File: src/rtl/tod_alarm_pkg.sv
package tod_alarm_pkg;

    typedef enum logic [0:0] {
        ST_IDLE = 1'b0,
        ST_EVAL = 1'b1
    } cmp_state_t;

    // Decode one field byte into its numeric value.
    function automatic logic [7:0] field_value(input logic [7:0] raw, input logic bin);
        logic [7:0] tens;
        if (bin) begin
            field_value = raw;
        end else begin
            tens = {4'd0, raw[7:4]};
            field_value = (tens << 3) + (tens << 1) + {4'd0, raw[3:0]};
        end
    endfunction

    // Normalise an hour byte to 0..23 under the active hour format.
    function automatic logic [7:0] hour_value(input logic [7:0] raw, input logic bin,
                                              input logic h24);
        logic [7:0] h;
        if (h24) begin
            hour_value = field_value(raw, bin);
        end else begin
            h = field_value({1'b0, raw[6:0]}, bin);
            if (h == 8'd12) h = 8'd0;
            if (raw[7]) h = h + 8'd12;
            hour_value = h;
        end
    endfunction

endpackage

File: src/rtl/tod_alarm_field.sv
module tod_alarm_field
    import tod_alarm_pkg::*;
#(
    parameter int DW      = 8,
    parameter bit IS_HOUR = 1'b0
) (
    input  logic [DW-1:0] now_val,
    input  logic [DW-1:0] alm_val,
    input  logic          bin_mode,
    input  logic          h24_mode,
    output logic          field_hit
);
    localparam int TOP = DW - 1;

    logic          wild;
    logic [DW-1:0] now_norm;
    logic [DW-1:0] alm_norm;

    assign wild = alm_val[TOP] & alm_val[TOP-1];

    generate
        if (IS_HOUR) begin : g_hour
            assign now_norm = hour_value(now_val, bin_mode, h24_mode);
            assign alm_norm = hour_value(alm_val, bin_mode, h24_mode);
        end else begin : g_plain
            assign now_norm = field_value(now_val, bin_mode);
            assign alm_norm = field_value(alm_val, bin_mode);
        end
    endgenerate

    assign field_hit = wild | (now_norm == alm_norm);

endmodule

File: src/rtl/tod_alarm_cmp.sv
module tod_alarm_cmp
    import tod_alarm_pkg::*;
#(
    parameter int DW     = 8,
    parameter int FIELDS = 3
) (
    input  logic          clk,
    input  logic          rst_n,
    input  logic          upd_tick,
    input  logic          set_hold,
    input  logic          bin_mode,
    input  logic          h24_mode,
    input  logic [DW-1:0] now_sec,
    input  logic [DW-1:0] now_min,
    input  logic [DW-1:0] now_hr,
    input  logic [DW-1:0] alm_sec,
    input  logic [DW-1:0] alm_min,
    input  logic [DW-1:0] alm_hr,
    output logic          alarm_hit
);
    localparam int HOUR_IDX = FIELDS - 1;

    cmp_state_t state_q, state_d;

    logic [FIELDS-1:0][DW-1:0] now_in, alm_in;
    logic [FIELDS-1:0][DW-1:0] now_cap, alm_cap;
    logic                      bin_cap, h24_cap;
    logic [FIELDS-1:0]         field_hit;
    logic [FIELDS-1:0]         alm_wild;
    logic                      capture;
    logic                      hit_q;

    assign now_in  = {now_hr, now_min, now_sec};
    assign alm_in  = {alm_hr, alm_min, alm_sec};
    assign capture = (state_q == ST_IDLE) && upd_tick && !set_hold;

    // Next-state logic
    always_comb begin
        state_d = state_q;
        unique case (state_q)
            ST_IDLE: if (capture) state_d = ST_EVAL;
            ST_EVAL: state_d = ST_IDLE;
            default: state_d = ST_IDLE;
        endcase
    end

    // State register
    always_ff @(posedge clk or negedge rst_n) begin
        if (!rst_n) state_q <= ST_IDLE;
        else        state_q <= state_d;
    end

    // Capture of time, alarm and mode at an accepted strobe
    always_ff @(posedge clk or negedge rst_n) begin
        if (!rst_n) begin
            now_cap <= '0;
            alm_cap <= '0;
            bin_cap <= 1'b0;
            h24_cap <= 1'b0;
        end else if (capture) begin
            now_cap <= now_in;
            alm_cap <= alm_in;
            bin_cap <= bin_mode;
            h24_cap <= h24_mode;
        end
    end

    genvar gi;
    generate
        for (gi = 0; gi < FIELDS; gi++) begin : g_field
            tod_alarm_field #(
                .DW      (DW),
                .IS_HOUR (gi == HOUR_IDX)
            ) u_field (
                .now_val   (now_cap[gi]),
                .alm_val   (alm_cap[gi]),
                .bin_mode  (bin_cap),
                .h24_mode  (h24_cap),
                .field_hit (field_hit[gi])
            );
            assign alm_wild[gi] = alm_cap[gi][DW-1] & alm_cap[gi][DW-2];
        end
    endgenerate

    // Output process
    always_ff @(posedge clk or negedge rst_n) begin
        if (!rst_n) hit_q <= 1'b0;
        else        hit_q <= (state_q == ST_EVAL) && (&field_hit);
    end

    assign alarm_hit = hit_q;

    // pulse is a single cycle
    p_hit_single_r6: assert property (@(posedge clk) disable iff (!rst_n)
        alarm_hit |=> !alarm_hit);

    // a pulse only follows an evaluation cycle
    p_hit_after_eval_r6: assert property (@(posedge clk) disable iff (!rst_n)
        alarm_hit |-> $past(state_q == ST_EVAL));

    // a held strobe does not start an evaluation and yields no pulse
    p_hold_blocks_r7: assert property (@(posedge clk) disable iff (!rst_n)
        (state_q == ST_IDLE && upd_tick && set_hold) |=> (state_q == ST_IDLE) ##1 !alarm_hit);

    // all alarm fields wild always produce a pulse
    p_all_wild_r3: assert property (@(posedge clk) disable iff (!rst_n)
        (state_q == ST_EVAL && (&alm_wild)) |=> alarm_hit);

    // evaluation lasts one cycle regardless of strobes
    p_eval_drops_tick_r9: assert property (@(posedge clk) disable iff (!rst_n)
        (state_q == ST_EVAL) |=> (state_q == ST_IDLE));

endmodule

File: config.mk
export PLATFORM = sky130hd
export DESIGN_NAME = tod_alarm_cmp
export DESIGN_NICKNAME = d
export VERILOG_FILES = /design/src/rtl/tod_alarm_pkg.sv /design/src/rtl/tod_alarm_field.sv /design/src/rtl/tod_alarm_cmp.sv
export SDC_FILE = /design/constraint.sdc
export NUM_CORES = 1
export LEC_CHECK = 0
export BUFFER_PORTS_ARGS = -buffer_cell sky130_fd_sc_hd__buf_4
export CAP_MARGIN = 0
export CELL_PAD_IN_SITES_DETAIL_PLACEMENT = 1
export CELL_PAD_IN_SITES_GLOBAL_PLACEMENT = 2
export CORE_ASPECT_RATIO = 1.75
export CORE_UTILIZATION = 39
export DETAILED_ROUTE_END_ITERATION = 6
export PLACE_DENSITY_LB_ADDON = 0.1
export SYNTH_ARGS = -nofsm -noshare
export SYNTH_HDL_FRONTEND = slang
export SYNTH_HIERARCHICAL = 1
export SYNTH_SLANG_ARGS = --single-unit
File: constraint.sdc
create_clock -name clk -period 4.4 [get_ports clk]
set_input_delay 0.88 -clock clk [delete_from_list [all_inputs] [get_ports clk]]
set_output_delay 0.88 -clock clk [all_outputs]
set_load 0.005 [all_outputs]
Yosys cells after proc, flatten, opt, wreduce, memory -nomap -nowiden
Index checks and enable logic that the tools add are counted.
{"block": "word_totals", "inputBits": 54, "wordCells": 65, "regBits": 52, "output_inout_bits": 1}
{"block": "classes", "bitwise_logic": 7, "n_reduce_logical": 5, "n_eq_ne": 5, "add_sub_neg": 18, "mux": 20}
{"op": "$mux 8", "count": 18}
{"op": "$add 8x4->8", "count": 8}
{"op": "$add 7x5->8", "count": 6}
{"op": "$eq 8x8->1", "count": 3}
{"op": "$add 8x4->8 const B", "count": 2}
{"op": "$eq 8x4->1 const B", "count": 2}
{"op": "$add 6x4->7", "count": 2}
{"op": "$and 1x1->1", "count": 3}
{"op": "$logic_and 1x1->1", "count": 3}
{"op": "$or 1x1->1", "count": 3}
{"op": "$reduce_and 3->1", "count": 1}
{"op": "$pmux 1 s2", "count": 1}
{"op": "$logic_not 1->1", "count": 1}
{"op": "$mux 1", "count": 1}
{"op": "$not 1->1", "count": 1}

Depth between registers and ports, before layout
Gate-level depths: netlist (run 1).
{"block": "depth", "word_depth": 14, "mapped_depth": 19, "mapped_depth_nobuf": 19}

Modules after synthesis
The synthesis (run 1) kept the hierarchy.
{"mod": "tod_alarm_cmp", "cells_each": 109, "seq_area_each_um2": 1301.2, "instances": 1, "area_each_um2": 1948.1}
{"mod": "tod_alarm_field at g_field[2].u_field", "cells_each": 179, "seq_area_each_um2": 0.0, "instances": 1, "area_each_um2": 1408.9}
{"mod": "tod_alarm_field at g_field[1].u_field", "cells_each": 64, "seq_area_each_um2": 0.0, "instances": 1, "area_each_um2": 591.8}
{"mod": "tod_alarm_field at g_field[0].u_field", "cells_each": 64, "seq_area_each_um2": 0.0, "instances": 1, "area_each_um2": 584.3}

Worst setup path before layout (run 1)
OpenSTA, ideal clock, no wires.
{"block": "synth_path", "path_kind": "register -> register", "from": "reg alm_cap[22] in the netlist's numbering", "to": "reg hit_q (netlist: alarm_hit)", "arrival_ps": 3887, "stages_incl_launch_ff": 17, "setup_ps": 68, "required_ps": 4332, "period_less_slack_ps": 3955, "setup_slack_ps": 445, "path_cell_list": "dfrtp_1 > fa_1 > inv_1 > fa_1 > xor2_1 > o21ai_1 > nor3_1 > nand2b_1 > ha_1 > nand2b_1 > and3b_1 > xnor2_1 > xnor3_1 > nor2_1 > a2111o_1 > o31ai_2 > and4_1"}
{"block": "synth_via", "elab_chain_cells": 14, "word_cells_on_any_way": 18}
{"item": "start, declared", "line_no": "tod_alarm_cmp.sv:26", "text": "logic [FIELDS-1:0][DW-1:0] now_cap, alm_cap;"}
{"item": "start signal, assigned", "line_no": "tod_alarm_cmp.sv:62", "text": "alm_cap <= alm_in;"}
{"item": "$add 6x4->7", "line_no": "tod_alarm_pkg.sv:15", "text": "field_value = (tens << 3) + (tens << 1) + {4'd0, raw[3:0]};"}
{"item": "$add 8x4->8", "line_no": "tod_alarm_pkg.sv:15"}
{"item": "$mux 8", "line_no": "tod_alarm_pkg.sv:11", "text": "if (bin) begin"}
{"item": "$mux 8", "line_no": "tod_alarm_pkg.sv:23", "text": "if (h24) begin"}
{"item": "$eq 8x4->1", "line_no": "tod_alarm_pkg.sv:27", "text": "if (h == 8'd12) h = 8'd0;"}
{"item": "$mux 8", "line_no": "tod_alarm_pkg.sv:27"}
{"item": "$mux 8", "line_no": "tod_alarm_pkg.sv:23"}
{"item": "$add 8x4->8", "line_no": "tod_alarm_pkg.sv:28", "text": "if (raw[7]) h = h + 8'd12;"}
{"item": "$mux 8", "line_no": "tod_alarm_pkg.sv:28"}
{"item": "$mux 8", "line_no": "tod_alarm_pkg.sv:23"}
{"item": "$eq 8x8->1", "line_no": "tod_alarm_field.sv:31", "text": "assign field_hit = wild | (now_norm == alm_norm);"}
{"item": "$or 1x1->1 *", "line_no": "tod_alarm_field.sv:31"}
{"item": "via field_hit[2]", "line_no": "tod_alarm_cmp.sv:28", "text": "logic [FIELDS-1:0] field_hit;"}
{"item": "$reduce_and 3->1 *", "line_no": "tod_alarm_cmp.sv:88", "text": "else hit_q <= (state_q == ST_EVAL) && (&field_hit);"}
{"item": "$logic_and 1x1->1 *", "line_no": "tod_alarm_cmp.sv:88"}
{"item": "end signal, assigned", "line_no": "tod_alarm_cmp.sv:88"}
{"item": "end, declared", "line_no": "tod_alarm_cmp.sv:31", "text": "logic hit_q;"}
The timed path passes the listed nets; every way through them passes the cells marked *. The select of a mux whose other input is x is not followed.
A chain may end at the register's enable or synchronous reset.

Worst setup path in the final report (run 1)
{"block": "layout_path", "from": "reg alm_cap[19] in the netlist's numbering", "to": "reg hit_q (netlist: alarm_hit)"}
{"block": "layout_via", "elab_chain_cells": 13, "word_cells_on_any_way": 15}
{"item": "$add 8x4->8", "line_no": "tod_alarm_pkg.sv:15"}
{"item": "$mux 8", "line_no": "tod_alarm_pkg.sv:11"}
{"item": "$mux 8", "line_no": "tod_alarm_pkg.sv:23"}
{"item": "$eq 8x4->1", "line_no": "tod_alarm_pkg.sv:27"}
{"item": "$mux 8", "line_no": "tod_alarm_pkg.sv:27"}
{"item": "$mux 8", "line_no": "tod_alarm_pkg.sv:23"}
{"item": "$add 8x4->8", "line_no": "tod_alarm_pkg.sv:28"}
{"item": "$mux 8", "line_no": "tod_alarm_pkg.sv:28"}
{"item": "$mux 8 *", "line_no": "tod_alarm_pkg.sv:23"}
{"item": "$eq 8x8->1 *", "line_no": "tod_alarm_field.sv:31"}
{"item": "$or 1x1->1 *", "line_no": "tod_alarm_field.sv:31"}
{"item": "via field_hit[2]", "line_no": "tod_alarm_cmp.sv:28"}
{"item": "$reduce_and 3->1 *", "line_no": "tod_alarm_cmp.sv:88"}
{"item": "$logic_and 1x1->1 *", "line_no": "tod_alarm_cmp.sv:88"}
Marked as above.

==> key figures, run 1 <==
Power
  – Power Total: between 2 and 3 mW
  – Worst vdd ir: slightly above 200 uV
  – PD cells: around 520 nW/um^2
  – Leak Pwr: 2.36 nW

Final layout
  – Nets: between 500 and 600
  – Non-filler cells, final: 608
  – P&R area growth vs syn: 16.0%
  – Register Area: approximately 1300 um^2
  – N_diodes: 0
  – Multi-input gate area: between 3000 and 4000 um^2
  – Number of fill cells in the layout: 1243
  – Share of cells above drive strength 1: 0.294
  – Finished Core Util: 0.468

Clock network
  – Clk slew on worst S/H paths: roughly 0.07 ns
  – Num CTS Buffers: 5
  – Hold_buf cts: 0
  – Later-pin clock latency in the skew report: a little under 0.3 ns
  – CTS tree: done
  – CTS Root Buffer Type: clkbuf_16
  – Clock Path Buffers: 2
  – Clock sinks: 52
  – H-Tree Depth: 2

Logic synthesis
  – Ys Warns: 6
  – Syn_area_per_cell: around 11 um^2
  – Most common cell in the synthesized netlist: dfrtp_1
  – Post-synth top flop: dfrtp_1
  – Complex-gate fraction of the synthesized area: 0.136
  – Synth area leader: dfrtp_1
  – Largest family of logic cells by synthesized area: adder cells
  – Mux share of post-synthesis cell area: 0.129
  – Synth top cells by count: dfrtp_1 (52), ha_1 (48), mux2_2 (47)
  – EDFF count, synth: 0
  – Ys async rst share: 1.00
  – Post-Synth Simple-Gate Area: 0.0839
  – Register area share after synthesis: 0.287
  – Post-Synth Adder-Cell Area: 0.190
  – Synth Cell Area: about 4500 um^2
  – Post-Syn Nets: approximately 530
  – Synth Instances: around 420
  – Yosys cell types: 56
  – Synth top area share: 0.287
  – Post-synthesis sequential element count: 52
  – Leading post-synthesis cells by cell area: dfrtp_1 (29%), ha_1 (13%), mux2_2 (12%)
  – Synth Area in XOR/XNOR: 0.140

Die
  – Initial core utilization: 0.404
  – Core Rows: 51
  – Die Height: 145 um
  – Die Wd: approximately 83 um
  – Die area: about 12000 um^2
  – Core area: 11200 um^2
  – Top-Level Pins: between 50 and 60

Critical path
  – CP Data Required Time: between 4 and 5 ns
  – Worst path top cell family by delay: compound AO/OA/AOI/OAI gates
  – Max incr delay on CP: about 0.47 ns
  – Flop2flop setup slack: between 0.2 and 0.25 ns
  – Slowest cell on the critical path: fa_1
  – Bufs and invs on worst path: 0
  – Worst Reg-to-Reg Cells: 16
  – Stages on worst setup path: 16
  – CP Launch Point: alm_cap[19]
  – FF-to-FF End: alarm_hit
  – RR Startpoint: alm_cap[19]
  – Worst Path Class, Setup: flop to flop
  – Crit end category: flop
  – Crit path max fanout: 7
  – Startpoint class of the critical path: flop
  – Arrival time worst endpoint: 4.38 ns
  – Worst-path cell chain: fa_1 > ha_1 > nor2b_4 > a221oi_2 > o211ai_2 > nor3_1 > nand2b_1 > ha_1 > nand2b_1 > and3b_1 > xnor2_1 > xnor3_1 > nor2_1 > a2111o_1 > o31ai_2 > and4_1

Routing
  – M1 WL: 4010 um
  – Final wirelength: approximately 11000 um
  – DR pass1 iterations: 4
  – Routed vias: between 3000 and 4000
  – DRT antenna net count: 0
  – Via density: around 5.4
  – DR WL met3: between 200 and 250 um
  – Met2 WL: between 6000 and 7000 um
  – DRC Markers: 0
  – Routed len/inst: around 18 um
  – Top Metal Used: met4
  – DRT iter0 DRCs: 56

Worst hold path
  – Worst Hold Class: flop to flop
  – Hold_sp: alm_cap[8]
  – WHS Endpoint: alm_cap[8]
  – Worst Hold Depth: 1

Timing
  – Final Hold Vio Count: 0
  – Post-Route Skew: around 0.0044 ns
  – Final setup viols: 0
  – Worst slew margin: 0.387
  – Crit share post-route: 0.944
  – Max Freq: 241 MHz
  – Worst-margin pin slew: 0.919 ns
  – Fin. max-slew vios: 0
  – Post-layout min period: around 4.2 ns

Global routing
  – GRT Resource Usage Total: 0.197
  – Vias in the first global route: 3681
  – Pin count of the biggest net entering global routing: 53
  – First-pass GRT wire length: approximately 18000 um
  – Grt ovf: 0
  – Initial antenna violation count: 0

Placed design
  – PortBufs: between 50 and 60
  – Placed cells: 599
  – DP Wirelength: a little over 9000 um
  – Routability cong.: roughly 0.80

Flow run
  – Maximum capacitance violations: 0

Outcome
  – Status: finished clean
stage by stage:
stage	setup TNS [ns]	worst slack [ns]	hold slack, ns	cell area, um^2
after floorplan	0	0.445	0.475	4530
after global placement	0	0.314	0.511	5080
after detailed placement	0	0.136	0.525	5080
after CTS	0	0.115	0.541	5230
after global routing	-0.00485	-0.00485	0.554	5260
final	0	0.247	0.536	5260
power by group:
group,switching (mW),internal [mW]
combinational,0.822,0.829
clock,0.174,0.228
sequential,0.138,0.562
cells by family (layout without fill, tap and decap cells):
logic type / count (synthesis) / after routing
compound gates: 84 / 84
xor+xnor: 70 / 70
fa+ha+maj: 61 / 61
buf+inv: 28 / 88
flops: 52 / 52
mux: 52 / 52
simple gates: 69 / 69
worst max-delay path by stage:
stage	endpoint	slack, ns
4_1_cts	alarm_hit	0.12
2_1_floorplan	alarm_hit	0.44
3_5_place_dp	alarm_hit	0.14
6_report	alarm_hit	0.25
5_1_grt	alarm_hit	-0.005
3_3_place_gp	alarm_hit	0.31
registers in the layout, summed over array words and instances, names as in the netlist:
register	cells
alm_cap	24
now_cap	24
alarm_hit	1
bin_cap	1
h24_cap	1
state_q	1
layer usage:
metal  global-route usage  vias to the layer above
li1                     -                     1601
met1                0.201                     1654
met2                0.403                       41
met3               0.0251                       15
met4               0.0723                        0
met5                    0                        -
worst reg2reg max path: cells and delay by family, from the launching register on:
family / cells / cell delay [ns]
DFF: 1 / 0.44
xor gates and xnor gates: 2 / 0.44
and+or+nand+nor: 7 / 1.09
adders and majority gates: 3 / 1.03
AOI/OAI and AO/OA: 4 / 1.10
layout make-up:
type / instances / share of cell area
Timing Repair Buffer: 64 / 0.0938
Sequential cell: 52 / 0.249
Clock buffer: 8 / 0.0279
Inverter: 16 / 0.0114
Multi-Input combinational cell: 336 / 0.587
Tap cell: 132 / 0.0314
cells in the final DEF (no fill, tap or decap), types with 5 or more instances in the layout:
cell type / Yosys / routed
xor2_1: 26 / 26
nand2b_1: 6 / 6
o21ai_0: 12 / 12
clkbuf_16: 0 / 5
nand2_1: 20 / 20
nor2_1: 11 / 11
nor2b_1: 6 / 6
mux2_2: 47 / 47
xnor2_1: 42 / 42
buf_4: 1 / 63
a21oi_1: 17 / 17
dfrtp_1: 52 / 48
fa_1: 13 / 12
a21o_1: 12 / 12
inv_1: 16 / 16
ha_1: 48 / 48
o31ai_1: 7 / 6
o211ai_1: 8 / 8
repair_timing:
item	in CTS	in global routing
endpoints found under the setup margin	0	1
setup buffers	0	1
gates resized for setup	0	7
No activity file was read; power rests on OpenSTA's default activity.
==> run 2: changes to the inputs <==
--- a/config.mk
+++ b/config.mk
@@ -13,6 +13,8 @@
 export CORE_UTILIZATION = 39
 export DETAILED_ROUTE_END_ITERATION = 6
 export PLACE_DENSITY_LB_ADDON = 0.1
+export RECOVER_POWER = 50
+export REMOVE_ABC_BUFFERS = 1
 export SYNTH_ARGS = -nofsm -noshare
 export SYNTH_HDL_FRONTEND = slang
 export SYNTH_HIERARCHICAL = 1
==> run 2 against run 1 <==
The run now ends with max-capacitance violations, max-slew violations left. Setup slack better by 0.060 ns. Register-to-register slack improved by 0.06 ns. Global-route usage down 0.083 points. First-iteration DRC count increased by 5.4%. Critical path depth rose by 1. Cell area grew 0.55%. Clock-buffer cell count fell by 3. Critical path type unchanged.
==> key figures, run 2 (same netlist as run 1, synthesis figures left out) <==
Outcome
  – Status: finished with violations (was finished clean)
  – Violated checks: max-capacitance violations, max-slew violations

Placed design
  – DP Wirelength: 8990 um (was 9110 um)
  – Pre-CTS WS: 0.195 ns (was 0.136 ns)
  – Routability cong.: 0.772 (was 0.798)
  – PortBufs: 54 (unchanged)
  – Placed cells: 597 (was 599)

Global routing
  – Pin count of the biggest net entering global routing: 53 (unchanged)
  – Initial antenna violation count: 0 (unchanged)
  – Grt ovf: 0 (unchanged)
  – First-pass GRT wire length: 18300 um (about the same)
  – Vias in the first global route: 3727 (was 3681)
  – GRT Resource Usage Total: 0.196 (was 0.197)

Die
  – Initial core utilization: 0.404 (unchanged)
  – Core Rows: 51 (unchanged)
  – Die Wd: 83.5 um (unchanged)
  – Die Height: 145 um (unchanged)
  – Core area: 11200 um^2 (unchanged)
  – Die area: 12100 um^2 (unchanged)
  – Top-Level Pins: 55 (unchanged)

Timing
  – Crit share post-route: 0.930 (was 0.944)
  – Fin. max-slew vios: 53 (was 0)
  – Worst slew margin: -0.975 (was 0.387)
  – Max Freq: 244 MHz (was 241 MHz)
  – Final Hold Vio Count: 0 (unchanged)
  – Final setup viols: 0 (unchanged)
  – Post-Route Skew: 0.00397 ns (was 0.00438 ns)
  – Worst-margin pin slew: 2.96 ns (was 0.919 ns)
  – Total negative slack: 0 ns (unchanged)
  – Final WS setup: 0.307 ns (was 0.247 ns)
  – RSZ-0062 raised after global routing: no
  – Post-layout min period: 4.09 ns (was 4.15 ns)

Critical path
  – Flop2flop setup slack: 0.31 ns (was 0.25 ns)
  – Arrival time worst endpoint: 4.33 ns (was 4.38 ns)
  – Worst-path cell chain: fa_1 > inv_1 > fa_2 > nand2b_1 > a21o_1 > nand3_1 > nor3_1 > nand2b_1 > ha_1 > nand2b_1 > and3b_1 > xnor2_1 > xnor3_1 > nor2_1 > a2111o_1 > o31ai_2 > and4_1 (was fa_1 > ha_1 > nor2b_4 > a221oi_2 > o211ai_2 > nor3_1 > nand2b_1 > ha_1 > nand2b_1 > and3b_1 > xnor2_1 > xnor3_1 > nor2_1 > a2111o_1 > o31ai_2 > and4_1)
  – Worst Path Class, Setup: flop to flop (unchanged)
  – CP Data Required Time: 4.63 ns (about the same)
  – Crit path max fanout: 5 (was 7)
  – Slowest cell on the critical path: fa_1 (unchanged)
  – Startpoint class of the critical path: flop (unchanged)
  – CP dominant cell by count: nand2b_1
  – Crit end category: flop (unchanged)
  – Max incr delay on CP: 0.56 ns (was 0.47 ns)

Final layout
  – Non-filler cells, final: 605 (was 608)
  – Finished Core Util: 0.471 (was 0.468)
  – Largest regs: alm_cap: 24 flops, now_cap: 24 flops (unchanged)
  – N_diodes: 0 (unchanged)
  – Highest-count cells in the layout ignoring fill and taps: buf_4 (59), dfrtp_1 (51), ha_1 (48) (was buf_4 (63), dfrtp_1 (48), ha_1 (48))
  – Commonest non-fill, non-tap cell in the layout: buf_4 (unchanged)
  – P&R area growth vs syn: 16.6% (was 16.0%)
  – Nets: 587 (was 590)
  – Share of cells above drive strength 1: 0.281 (was 0.294)

Routing
  – Routed vias: 3308 (was 3311)
  – DRC Markers: 0 (unchanged)
  – Routed len/inst: 18.2 um (about the same)
  – Final wirelength: 11000 um (was 11100 um)
  – DRT antenna net count: 0 (unchanged)
  – Via density: 5.47 (was 5.45)
  – DRT iter0 DRCs: 59 (was 56)
  – DR pass1 iterations: 4 (unchanged)

Power
  – Power Total: 2.90 mW (was 2.75 mW)
  – PD cells: 549 nW/um^2 (was 524 nW/um^2)
  – Leak Pwr: 2.38 nW (was 2.36 nW)
  – Worst vdd ir: 232 uV (was 205 uV)

Clock network
  – Setup bufs post-CTS: 0 (unchanged)
  – Clock sinks: 52 (unchanged)
  – CTS Root Buffer Type: clkbuf_16 (unchanged)
  – Num CTS Buffers: 5 (unchanged)
  – Clock Path Buffers: 2 (unchanged)
  – CTS tree: done (unchanged)
  – Hold_buf cts: 0 (unchanged)
  – Clk slew on worst S/H paths: 0.07 ns (about the same)
  – Later-pin clock latency in the skew report: 0.29 ns (about the same)
  – H-Tree Depth: 2 (unchanged)

Worst hold path
  – Worst Hold Class: flop to flop (unchanged)

Flow run
  – Maximum capacitance violations: 1 (was 0)
## run 2: cell types whose count changed in the layout (fill, tap and decap cells not counted), moves of 3 or more
cell / delta
buf_4: -4
bufinv_16: +3
dfrtp_1: +3
dfrtp_2: -3
## run 2: worst paths after layout
| path | cells past startpoint | startpoint | to |
|---|---|---|---|
| hold / removal | 1 | now_cap[0] | now_cap[0] |
| min in group asynchronous | 1 | rst_n | alm_cap[15] |
| setup reg to reg | 17 | alm_cap[20] | alarm_hit |
| setup / recovery | 17 | alm_cap[20] | alarm_hit |
| max in group asynchronous | 1 | rst_n | now_cap[20] |
| hold reg to reg | 1 | now_cap[0] | now_cap[0] |
## run 2: power breakdown
part	switching, mW	leakage [nW]	internal (mW)	total (mW)
Combinational	0.820	1.66	0.818	1.64
Clock	0.182	0.104	0.384	0.566
Sequential	0.137	0.614	0.560	0.698
Total	1.14	2.38	1.76	2.90
## run 2: cell type report
class,count,area [um^2]
fillers,1232,5950
clock inverters,3,90.1
inverters,16,60.1
clock buffers,5,125
flip-flops and latches,52,1300
repair buffers,61,467
multi-input cells,336,3080
well taps,132,165
## run 2: repair_timing
action	in CTS	in global routing
resized for setup	0	2
hold endpoints to repair	0	0
setup endpoints to repair	0	1
## run 2: worst max-delay path, delay by kind of cell, from the launching register on
| family | cells | cell delay, ns |
|---|---|---|
| simple gates | 8 | 1.21 |
| fa+ha+maj | 3 | 1.17 |
| compound gates | 3 | 0.76 |
| flops | 1 | 0.45 |
| xor+xnor | 2 | 0.38 |
| buf+inv | 1 | 0.07 |
## run 2: stage by stage
| step | hold slack, ns | cell area [um^2] |
|---|---|---|
| floorplan | 0.501 | 4430 |
| global placement | 0.511 | 5070 |
| detailed placement | 0.517 | 5070 |
| CTS | 0.534 | 5290 |
| global route | 0.547 | 5290 |
| finish | 0.525 | 5290 |
## run 2: routing by layer
layer | up-vias | routed length (um) | global-route usage
li1 | 1598 | - | -
met1 | 1632 | 3820 | 0.185
met2 | 56 | 6600 | 0.414
met3 | 22 | 262 | 0.0245
met4 | 0 | 340 | 0.0830
met5 | - | 0 | 0
